File: config.mk
export PLATFORM = sky130hd
export DESIGN_NAME = phy_lane_sequencer
export DESIGN_NICKNAME = d
export VERILOG_FILES = /design/src/rtl/phy_seq_pkg.sv /design/src/rtl/phy_seq_dp.sv /design/src/rtl/phy_seq_ctrl.sv /design/src/rtl/phy_lane_sequencer.sv
export SDC_FILE = /design/constraint.sdc
export NUM_CORES = 1
export LEC_CHECK = 0
export ABC_AREA = 0
export CAP_MARGIN = 20
export CORE_ASPECT_RATIO = 0.9
export CORE_UTILIZATION = 50
export DETAILED_ROUTE_END_ITERATION = 16
export GPL_TIMING_DRIVEN = 0
export PLACE_DENSITY = 0.72
export SLEW_MARGIN = 20
export SYNTH_ARGS = -nofsm -noshare
export SYNTH_HDL_FRONTEND = slang
export SYNTH_SLANG_ARGS = --single-unit
File: constraint.sdc
create_clock -name clk -period 7.4 [get_ports clk]
set_input_delay 2.22 -clock clk [delete_from_list [all_inputs] [get_ports clk]]
set_output_delay 2.22 -clock clk [all_outputs]
set_load 0.02 [all_outputs]
File: src/rtl/phy_seq_pkg.sv
package phy_seq_pkg;

  typedef enum logic [2:0] {
    ST_IDLE,
    ST_LOCK1,
    ST_WAIT1,
    ST_CFG1,
    ST_CFG2,
    ST_WAIT2,
    ST_LOCK2,
    ST_WAIT3
  } seqState_t;

  // strobes from control to datapath
  typedef struct packed {
    logic clrPendOn;
    logic clrPendOff;
    logic idleSet;
    logic idleClr;
    logic cntUp;
    logic cntDown;
    logic rstSet;
    logic rstClr;
    logic timerRestart;
  } dpCtl_t;

  localparam logic [5:0] CFG_ADDR_RATE = 6'h10;
  localparam logic [5:0] CFG_ADDR_REFCLK = 6'h12;
  localparam logic [3:0] CFG_DATA_RATE = 4'h8;
  localparam logic [3:0] CFG_DATA_REFCLK = 4'h8;

endpackage

File: src/rtl/phy_seq_dp.sv
module phy_seq_dp
  import phy_seq_pkg::*;
#(
  parameter int NLANES = 4,
  parameter int POLL_CYC = 25000,
  parameter int TIMEOUT_CYC = 12500000,
  localparam int LW = (NLANES > 1) ? $clog2(NLANES) : 1,
  localparam int CW = $clog2(NLANES + 1),
  localparam int PW = $clog2(POLL_CYC + 1),
  localparam int TW = $clog2(TIMEOUT_CYC + 1)
) (
  input  logic              clk,
  input  logic              rstN,
  input  logic [NLANES-1:0] laneOnReq,
  input  logic [NLANES-1:0] laneOffReq,
  input  dpCtl_t            ctl,
  input  logic [LW-1:0]     selLane,
  output logic [NLANES-1:0] pendOn,
  output logic [NLANES-1:0] pendOff,
  output logic [NLANES-1:0] laneIdle,
  output logic [CW-1:0]     pwrCount,
  output logic              phyRst,
  output logic              pollDue,
  output logic              timedOut
);

  logic [NLANES-1:0] selMask;
  logic [PW-1:0]     pollCnt;
  logic [TW-1:0]     waitCnt;

  assign selMask  = NLANES'(1) << selLane;
  assign pollDue  = (pollCnt == '0);
  assign timedOut = (waitCnt == TW'(TIMEOUT_CYC));

  always_ff @(posedge clk) begin
    if (!rstN) begin
      pendOn   <= '0;
      pendOff  <= '0;
      laneIdle <= '1;
      pwrCount <= '0;
      phyRst   <= 1'b1;
    end else begin
      pendOn  <= (pendOn & ~(ctl.clrPendOn ? selMask : '0)) | laneOnReq;
      pendOff <= (pendOff & ~(ctl.clrPendOff ? selMask : '0)) | laneOffReq;
      if (ctl.idleSet)      laneIdle <= laneIdle | selMask;
      else if (ctl.idleClr) laneIdle <= laneIdle & ~selMask;
      if (ctl.cntUp)        pwrCount <= pwrCount + 1'b1;
      else if (ctl.cntDown) pwrCount <= pwrCount - 1'b1;
      if (ctl.rstSet)       phyRst <= 1'b1;
      else if (ctl.rstClr)  phyRst <= 1'b0;
    end
  end

  // poll/timeout timers, restarted whenever no wait is active
  always_ff @(posedge clk) begin
    if (!rstN || ctl.timerRestart) begin
      pollCnt <= '0;
      waitCnt <= '0;
    end else begin
      pollCnt <= pollDue ? PW'(POLL_CYC - 1) : pollCnt - 1'b1;
      if (!timedOut) waitCnt <= waitCnt + 1'b1;
    end
  end

endmodule

File: src/rtl/phy_seq_ctrl.sv
module phy_seq_ctrl
  import phy_seq_pkg::*;
#(
  parameter int NLANES = 4,
  localparam int LW = (NLANES > 1) ? $clog2(NLANES) : 1,
  localparam int CW = $clog2(NLANES + 1)
) (
  input  logic              clk,
  input  logic              rstN,
  input  logic [NLANES-1:0] pendOn,
  input  logic [NLANES-1:0] pendOff,
  input  logic [NLANES-1:0] laneIdle,
  input  logic [CW-1:0]     pwrCount,
  input  logic              pllLocked,
  input  logic              pllOutFlag,
  input  logic              pollDue,
  input  logic              timedOut,
  output dpCtl_t            ctl,
  output logic [LW-1:0]     selLane,
  output logic              busy,
  output logic              lockReq,
  output logic              cfgWr,
  output logic [5:0]        cfgAddr,
  output logic [3:0]        cfgData,
  output logic [NLANES-1:0] reqDone,
  output logic              errPulse
);

  seqState_t     state, nextState;
  logic [LW-1:0] curLane, pickLane;
  logic          anyPend, doneSet, errSet, waitCond, isWait;

  // lowest-index lane with anything pending
  always_comb begin
    pickLane = '0;
    anyPend  = 1'b0;
    for (int i = NLANES - 1; i >= 0; i--) begin
      if (pendOn[i] || pendOff[i]) begin
        pickLane = LW'(i);
        anyPend  = 1'b1;
      end
    end
  end

  assign selLane = (state == ST_IDLE) ? pickLane : curLane;
  assign busy    = (state != ST_IDLE);
  assign lockReq = (state == ST_LOCK1) || (state == ST_LOCK2);
  assign cfgWr   = (state == ST_CFG1) || (state == ST_CFG2);
  assign cfgAddr = (state == ST_CFG2) ? CFG_ADDR_REFCLK : (state == ST_CFG1) ? CFG_ADDR_RATE : '0;
  assign cfgData = (state == ST_CFG2) ? CFG_DATA_REFCLK : (state == ST_CFG1) ? CFG_DATA_RATE : '0;
  assign isWait  = (state == ST_WAIT1) || (state == ST_WAIT2) || (state == ST_WAIT3);
  assign waitCond = (state == ST_WAIT2) ? !pllOutFlag : pllLocked;

  always_comb begin
    nextState = state;
    ctl = '0;
    ctl.timerRestart = !isWait;
    doneSet = 1'b0;
    errSet  = 1'b0;
    case (state)
      ST_IDLE: begin
        if (anyPend) begin
          if (pendOn[pickLane]) begin
            ctl.clrPendOn = 1'b1;
            if (laneIdle[pickLane]) begin
              ctl.idleClr = 1'b1;
              ctl.cntUp   = 1'b1;
              if (pwrCount == '0) begin
                ctl.rstClr = 1'b1;
                nextState  = ST_LOCK1;
              end else begin
                doneSet = 1'b1;
              end
            end
          end else begin
            ctl.clrPendOff = 1'b1;
            if (!laneIdle[pickLane]) begin
              ctl.idleSet = 1'b1;
              ctl.cntDown = 1'b1;
              ctl.rstSet  = (pwrCount == CW'(1));
              doneSet     = 1'b1;
            end
          end
        end
      end
      ST_LOCK1: nextState = ST_WAIT1;
      ST_CFG1:  nextState = ST_CFG2;
      ST_CFG2:  nextState = ST_WAIT2;
      ST_LOCK2: nextState = ST_WAIT3;
      default: begin
        if (pollDue) begin
          if (waitCond) begin
            case (state)
              ST_WAIT1: nextState = ST_CFG1;
              ST_WAIT2: nextState = ST_LOCK2;
              default: begin
                nextState = ST_IDLE;
                doneSet   = 1'b1;
              end
            endcase
          end else if (timedOut) begin
            ctl.rstSet  = 1'b1;
            ctl.cntDown = 1'b1;
            ctl.idleSet = 1'b1;
            errSet      = 1'b1;
            nextState   = ST_IDLE;
          end
        end
      end
    endcase
  end

  always_ff @(posedge clk) begin
    if (!rstN) begin
      state    <= ST_IDLE;
      curLane  <= '0;
      reqDone  <= '0;
      errPulse <= 1'b0;
    end else begin
      state    <= nextState;
      if (state == ST_IDLE) curLane <= pickLane;
      reqDone  <= doneSet ? (NLANES'(1) << selLane) : '0;
      errPulse <= errSet;
    end
  end

endmodule

File: src/rtl/phy_lane_sequencer.sv
module phy_lane_sequencer
  import phy_seq_pkg::*;
#(
  parameter int NLANES = 4,
  parameter int POLL_CYC = 25000,
  parameter int TIMEOUT_CYC = 12500000,
  localparam int LW = (NLANES > 1) ? $clog2(NLANES) : 1,
  localparam int CW = $clog2(NLANES + 1)
) (
  input  logic              clk,
  input  logic              rstN,
  input  logic [NLANES-1:0] laneOnReq,
  input  logic [NLANES-1:0] laneOffReq,
  input  logic              pllLocked,
  input  logic              pllOutFlag,
  output logic              phyRst,
  output logic              lockReq,
  output logic              cfgWr,
  output logic [5:0]        cfgAddr,
  output logic [3:0]        cfgData,
  output logic [NLANES-1:0] laneIdle,
  output logic [CW-1:0]     pwrCount,
  output logic              busy,
  output logic [NLANES-1:0] reqDone,
  output logic              errPulse
);

  dpCtl_t            ctl;
  logic [LW-1:0]     selLane;
  logic [NLANES-1:0] pendOn, pendOff;
  logic              pollDue, timedOut;

  phy_seq_dp #(.NLANES(NLANES), .POLL_CYC(POLL_CYC), .TIMEOUT_CYC(TIMEOUT_CYC)) uDp (
    .clk(clk), .rstN(rstN), .laneOnReq(laneOnReq), .laneOffReq(laneOffReq),
    .ctl(ctl), .selLane(selLane), .pendOn(pendOn), .pendOff(pendOff),
    .laneIdle(laneIdle), .pwrCount(pwrCount), .phyRst(phyRst),
    .pollDue(pollDue), .timedOut(timedOut)
  );

  phy_seq_ctrl #(.NLANES(NLANES)) uCtrl (
    .clk(clk), .rstN(rstN), .pendOn(pendOn), .pendOff(pendOff),
    .laneIdle(laneIdle), .pwrCount(pwrCount), .pllLocked(pllLocked),
    .pllOutFlag(pllOutFlag), .pollDue(pollDue), .timedOut(timedOut),
    .ctl(ctl), .selLane(selLane), .busy(busy), .lockReq(lockReq),
    .cfgWr(cfgWr), .cfgAddr(cfgAddr), .cfgData(cfgData),
    .reqDone(reqDone), .errPulse(errPulse)
  );

endmodule

* Word level (Yosys, flattened, before mapping)
Index checks and enable logic that the tools add are counted.
** Word-level totals
- Flip-flop bits (word level) :: 65
- Logic and storage cells :: 132
** Operators by class
- Add/subtract/negate cells :: 4
- Magnitude comparators :: 1
- Equal/unequal tests :: 13
- Shifts and indexed selects :: 1
- Mux-type cells :: 64
- Bitwise gates (word level) :: 10
- Reduce and logical (&&, ||, !) cells :: 27
** Operator list (number)
- $mux 2 :: 15
- $mux 3 :: 9
- $add 24x1->24 const B :: 1
- $eq 24x24->1 const B :: 1
- $mux 4 :: 6
- $mux 1 :: 23
- $logic_not 15->1 :: 1
- $mux 15 :: 1
- $pmux 3 s5 :: 1
- $sub 15x1->15 const B :: 1
- $and 4x4->4 :: 3
- $eq 3x3->1 const B :: 4
- $not 4->4 :: 3
- $or 4x4->4 :: 3
- $logic_or 1x1->1 :: 9
- $mux 8 :: 1
- $reduce_bool 7->1 :: 1
- $eq 3x1->1 const B :: 2
- $eq 3x2->1 const B :: 2
- $logic_not 3->1 :: 2
- $mux 6 :: 1
- $ne 2x2->1 const B :: 3
- $pmux 3 s2 :: 1
- $reduce_and 6->1 :: 1
- other kinds (18) :: 25

* Logic depth before layout (Yosys ltp)
- Word-level depth :: 15
- Gate-level depth with buffers :: 8

* Cells and area by module
Synthesis repeated with hierarchy kept, for this count alone.
** Second synthesis, totals
- Cells, all modules :: 399
- Area, all modules :: 3320.7 µm²
** Modules (own cells, without submodules)
- phy_seq_dp :: times used 1, cells an instance 291, area each 2486.1 µm², seq. area each 1101.1 µm²
- phy_seq_ctrl :: times used 1, cells an instance 108, area each 834.6 µm², seq. area each 200.2 µm²

* Worst setup path after synthesis
Ideal clock, no wire load.
- Path type :: register to output
- From :: register uCtrl.state[2]
- To :: output cfgAddr[4]
- Arrival time :: 1445 ps
- Required time :: 5180 ps
- Path slack :: 3735 ps
- Cell stages (with the launch flop) :: 5
- Buffers on the path :: 2
- Path through :: dfxtp_1 > clkbuf_1 > and2_1 > o21bai_1 > buf_4
** Between the ends
- Longest elaborated chain between the ends :: 3
** Ends and longest elaborated chain
- from (decl) :: line phy_seq_ctrl.sv:29 : seqState_t state, nextState;
- from (signal assigned) :: line phy_seq_ctrl.sv:120 : state <= nextState;
- $eq 3x2->1 :: line phy_seq_ctrl.sv:49 : assign cfgAddr = (state == ST_CFG2) ? CFG_ADDR_REFCLK : (state == ST_CFG1) ? CFG_ADDR_RATE : '0;
- $mux 5 :: line phy_seq_ctrl.sv:49
- $mux 6 * :: line phy_seq_ctrl.sv:49
- to (decl) :: line phy_lane_sequencer.sv:19 : output logic [5:0] cfgAddr,
Mark *: on every way between the ends. The rest lies on a longest branch, timed or not.

* Worst setup path after layout
- From :: register uCtrl.state[2]
- To :: output cfgData[3]
** Between the ends
- Longest elaborated chain between the ends :: 3
** Ends and longest elaborated chain
- $eq 3x2->1 :: line phy_seq_ctrl.sv:50 : assign cfgData = (state == ST_CFG2) ? CFG_DATA_REFCLK : (state == ST_CFG1) ? CFG_DATA_RATE : '0;
- $mux 4 :: line phy_seq_ctrl.sv:50
- $mux 4 * :: line phy_seq_ctrl.sv:50
- to (decl) :: line phy_lane_sequencer.sv:20 : output logic [3:0] cfgData,
Marks and branches as above.

==> impl_results.md <==
* Status: finished, final reports clean
* Main synth FF type: dfxtp_1
* Critical Path Source Type: flop
* Longest Clk Path Bufs at 2
* Clock slew at reported path FFs at ~0.070 ns
* Resized Gates After CTS at 0
* FF-to-FF setup slack at approximately 4.7 ns
* Final hold vios at 0
* IO buf count at 30
* Total setup buffers inserted after CTS at 0
* HP Class: flop to flop
* MaxCap Viol Count at 0
* Syn Inst Count at roughly 400
* R2R depth at 8
* Fraction of layout cells with a size suffix above 1 at 0.07399
* Crit Reg-Reg Startpoint: uDp.pollCnt[0]
* Largest delay contributor family on the critical path: buffers and inverters
* Most frequent cells in the layout: 65 x dfxtp_1, 55 x nor2_1, 36 x nand2_1, 30 x clkdlybuf4s50_1, 19 x nor3_1
* Mean Syn Cell Area at slightly above 8 um^2
* Fmax at around 230 MHz
* Crit. End Element: output pin
* RSZ-0062 raised after global routing: no
* Max VDD drop at approximately 0.23 mV
* N_diodes at 0
* Post-DP HPWL at just over 5000 um
* Clk sinks at 65
* Total power at between 1000 and 1500 uW
* CP peak stage delay at approximately 0.58 ns
* Root buf cell: clkbuf_8
* Crit path time final at between 4 and 5 ns
* Commonest non-fill, non-tap cell in the layout: dfxtp_1
* Die H at ~80 um
* Via count at just under 3000
* Crit-path slowest cell: clkdlybuf4s50_1
* Critical path destination: cfgData[3]
* Largest net degree at the start of global routing at 13
* Period Utilization, post-route at 0.5972
* WP data arrival at approximately 2.2 ns
* Final routed DRC violation total at 0
* DR WL/cell at between 10 and 15 um
* Fillers at 572
* Die Wd at roughly 87 um
* Row cnt at 27
* P per Cell Area at around 340 mW/mm^2
* Crit. path cell count at 5
* Worst path cell trace: clkbuf_1 > and2_1 > o21bai_1 > buf_4 > clkdlybuf4s50_1
* Area of the core at 0.006216 mm^2
* Worst-margin pin slew at between 1 and 1.5 ns
* WP buf/inv at 3
* Synth async-reset ratio at 0
* First-pass iteration count of the detailed router at 4
* Final setup fails at 0
* Layout Area Growth over Synthesis at 20.20%
* GRT met2 Usage at 0.3252
* Vias in the first global route at between 2000 and 3000
* CTS buffer count at 9
* Count of final max-slew check failures at 0
* CTS tree: built
* EDFF count, synth at 0
* Critical path class: flop to output pin
* Reg2reg end: uDp.pwrCount[2]
* GR peak layer: met2
* Overflow after GRT at 0
* Initial antenna violation count at 0
* GPL Wtd Cong at approximately 0.80
* Nets at between 400 and 500
* Leakage power at approximately 0.0014 uW
* Die Footprint at approximately 0.007 mm^2
* Worst skew pair latency at ~0.34 ns
* Final ANT Viol Nets at 0
* First-pass GRT wire length at between 10000 and 15000 um
* Worst EP required at just over 5 ns
* DRT iter0 DRCs at roughly 170
* IO Count at 38
* Crit path launch: uCtrl.state[2]
* Cell Area, Synth at approximately 0.0033 mm^2
* Crit Path Max Fanout at 10
* Post-synth cell types at 55
* Register area share after synthesis at 0.3986
* GRT Overall Usage at 0.2185
* Max-slew headroom at 0.3066
* Final wirelength at 7021 um
* Hold_buf cts at 0
* GR Util met3 at 0.05994
* Met1 usage at 0.3085
* Setup TNS Final at 0 ns
* Htree depth at 3
* Ys Warns at 0
* Setup Skew at around 0.0067 ns
* Starting Density at 0.5252
* Yosys reg bits at 65
* Vias per cell at about 5.4
==> worst min path at each step <==
| stage | cells past startpoint | slack, ns | from | endpoint |
|---|---|---|---|---|
| floorplan | 1 | 0.45 | uDp.pollCnt[0] | uDp.pollCnt[0] |
| global placement | 1 | 0.46 | uDp.pollCnt[0] | uDp.pollCnt[0] |
| detailed placement | 2 | 0.48 | uDp.pollCnt[4] | uDp.pollCnt[4] |
| CTS | 2 | 0.49 | uDp.pollCnt[4] | uDp.pollCnt[4] |
| global route | 2 | 0.50 | uDp.pollCnt[4] | uDp.pollCnt[4] |
| finish | 2 | 0.49 | uDp.pollCnt[4] | uDp.pollCnt[4] |
==> power breakdown <==
group | leakage, uW | switching, uW | total [uW] | internal (uW)
Combinational | 0.000784 | 318 | 556 | 238
Clock | 0.000113 | 142 | 342 | 200
Sequential | 0.000528 | 35.4 | 425 | 390
==> area by class of cell <==
class	instances	area, um^2	area share
multi-input combinational	299	1815	0.4627
sequential	65	1301	0.3316
timing repair buffer	30	300.3	0.07653
clock buffer	10	137.6	0.03508
buffer	20	110.1	0.02806
tap	87	108.9	0.02774
clock inverter	6	90.09	0.02296
inverter	16	60.06	0.01531
==> registers in the layout, summed over array words and instances (netlist names), named ones only <==
signal and flops:
uDp.pwrCount 3, uCtrl.state 3, uCtrl.reqDone 4, uDp.pendOff 4, uCtrl.curLane 2, uDp.pollCnt 15
uDp.waitCnt 24, uDp.pendOn 4, uCtrl.errPulse 1, uDp.phyRst 1
==> tightest hold or removal path: cells and delay by family (launching register included) <==
| kind | cells | cell delay, ns |
|---|---|---|
| and+or+nand+nor | 1 | 0.06 |
| AOI/OAI and AO/OA | 1 | 0.05 |
| DFF | 1 | 0.33 |
==> synth_stat cells, types with 2 or more instances <==
library cell | instances | area, um^2
nor4b_1 | 3 | 26.28
dfxtp_1 | 65 | 1301
nand2_1 | 36 | 135.1
nand3_1 | 16 | 80.08
o21a_1 | 10 | 75.07
and2_1 | 2 | 12.51
inv_1 | 16 | 60.06
nand2b_1 | 7 | 43.79
o21bai_1 | 4 | 30.03
a21boi_0 | 6 | 45.04
a21oi_1 | 17 | 85.08
nor4_1 | 7 | 43.79
buf_4 | 9 | 67.56
o311ai_0 | 3 | 26.28
or2_2 | 2 | 12.51
xnor2_1 | 16 | 140.1
nor2_1 | 55 | 206.5
or3_1 | 8 | 50.05
mux2i_1 | 2 | 20.02
or4_1 | 3 | 22.52
ha_1 | 8 | 100.1
a211oi_1 | 3 | 22.52
o31a_1 | 2 | 17.52
nor3_1 | 19 | 95.09
clkbuf_1 | 10 | 37.54
o21ai_0 | 12 | 60.06
o221ai_1 | 2 | 17.52
and3_1 | 3 | 18.77
nand4_1 | 8 | 50.05
xor2_1 | 15 | 131.4
==> metal layers <==
| layer | up-vias | part of all wire | wire length [um] |
|---|---|---|---|
| met4 | 0 | 0.011 | 74 |
| met1 | 1357 | 0.50 | 3534 |
| met3 | 10 | 0.046 | 322 |
| met5 | - | 0 | 0 |
| li1 | 1472 | - | - |
| met2 | 62 | 0.44 | 3089 |
==> cell families after synthesis <==
| group | count (synthesis) | synth area share |
|---|---|---|
| AO/OA/AOI/OAI | 74 | 0.1583 |
| XOR/XNOR | 31 | 0.08317 |
| adder cells (fa/ha/maj) | 8 | 0.03066 |
| buffers and inverters | 36 | 0.05213 |
| flip-flops | 65 | 0.3986 |
| multiplexers | 2 | 0.006133 |
| other | 1 | 0.001149 |
| AND/OR/NAND/NOR | 177 | 0.2698 |
==> metrics by stage <==
step,utilization,hold slack (ns),setup WS (ns),cell area [um^2],cells
global placement,0.5946,0.4634,3.305,3696,517
global route,0.6312,0.4993,2.799,3924,533
finish,0.6312,0.4930,2.981,3924,533
floorplan,-,0.4455,3.735,3287,400
CTS,0.6312,0.4914,2.978,3924,533
detailed placement,0.5946,0.4802,3.264,3696,517
(Power assumes the default switching activity.)
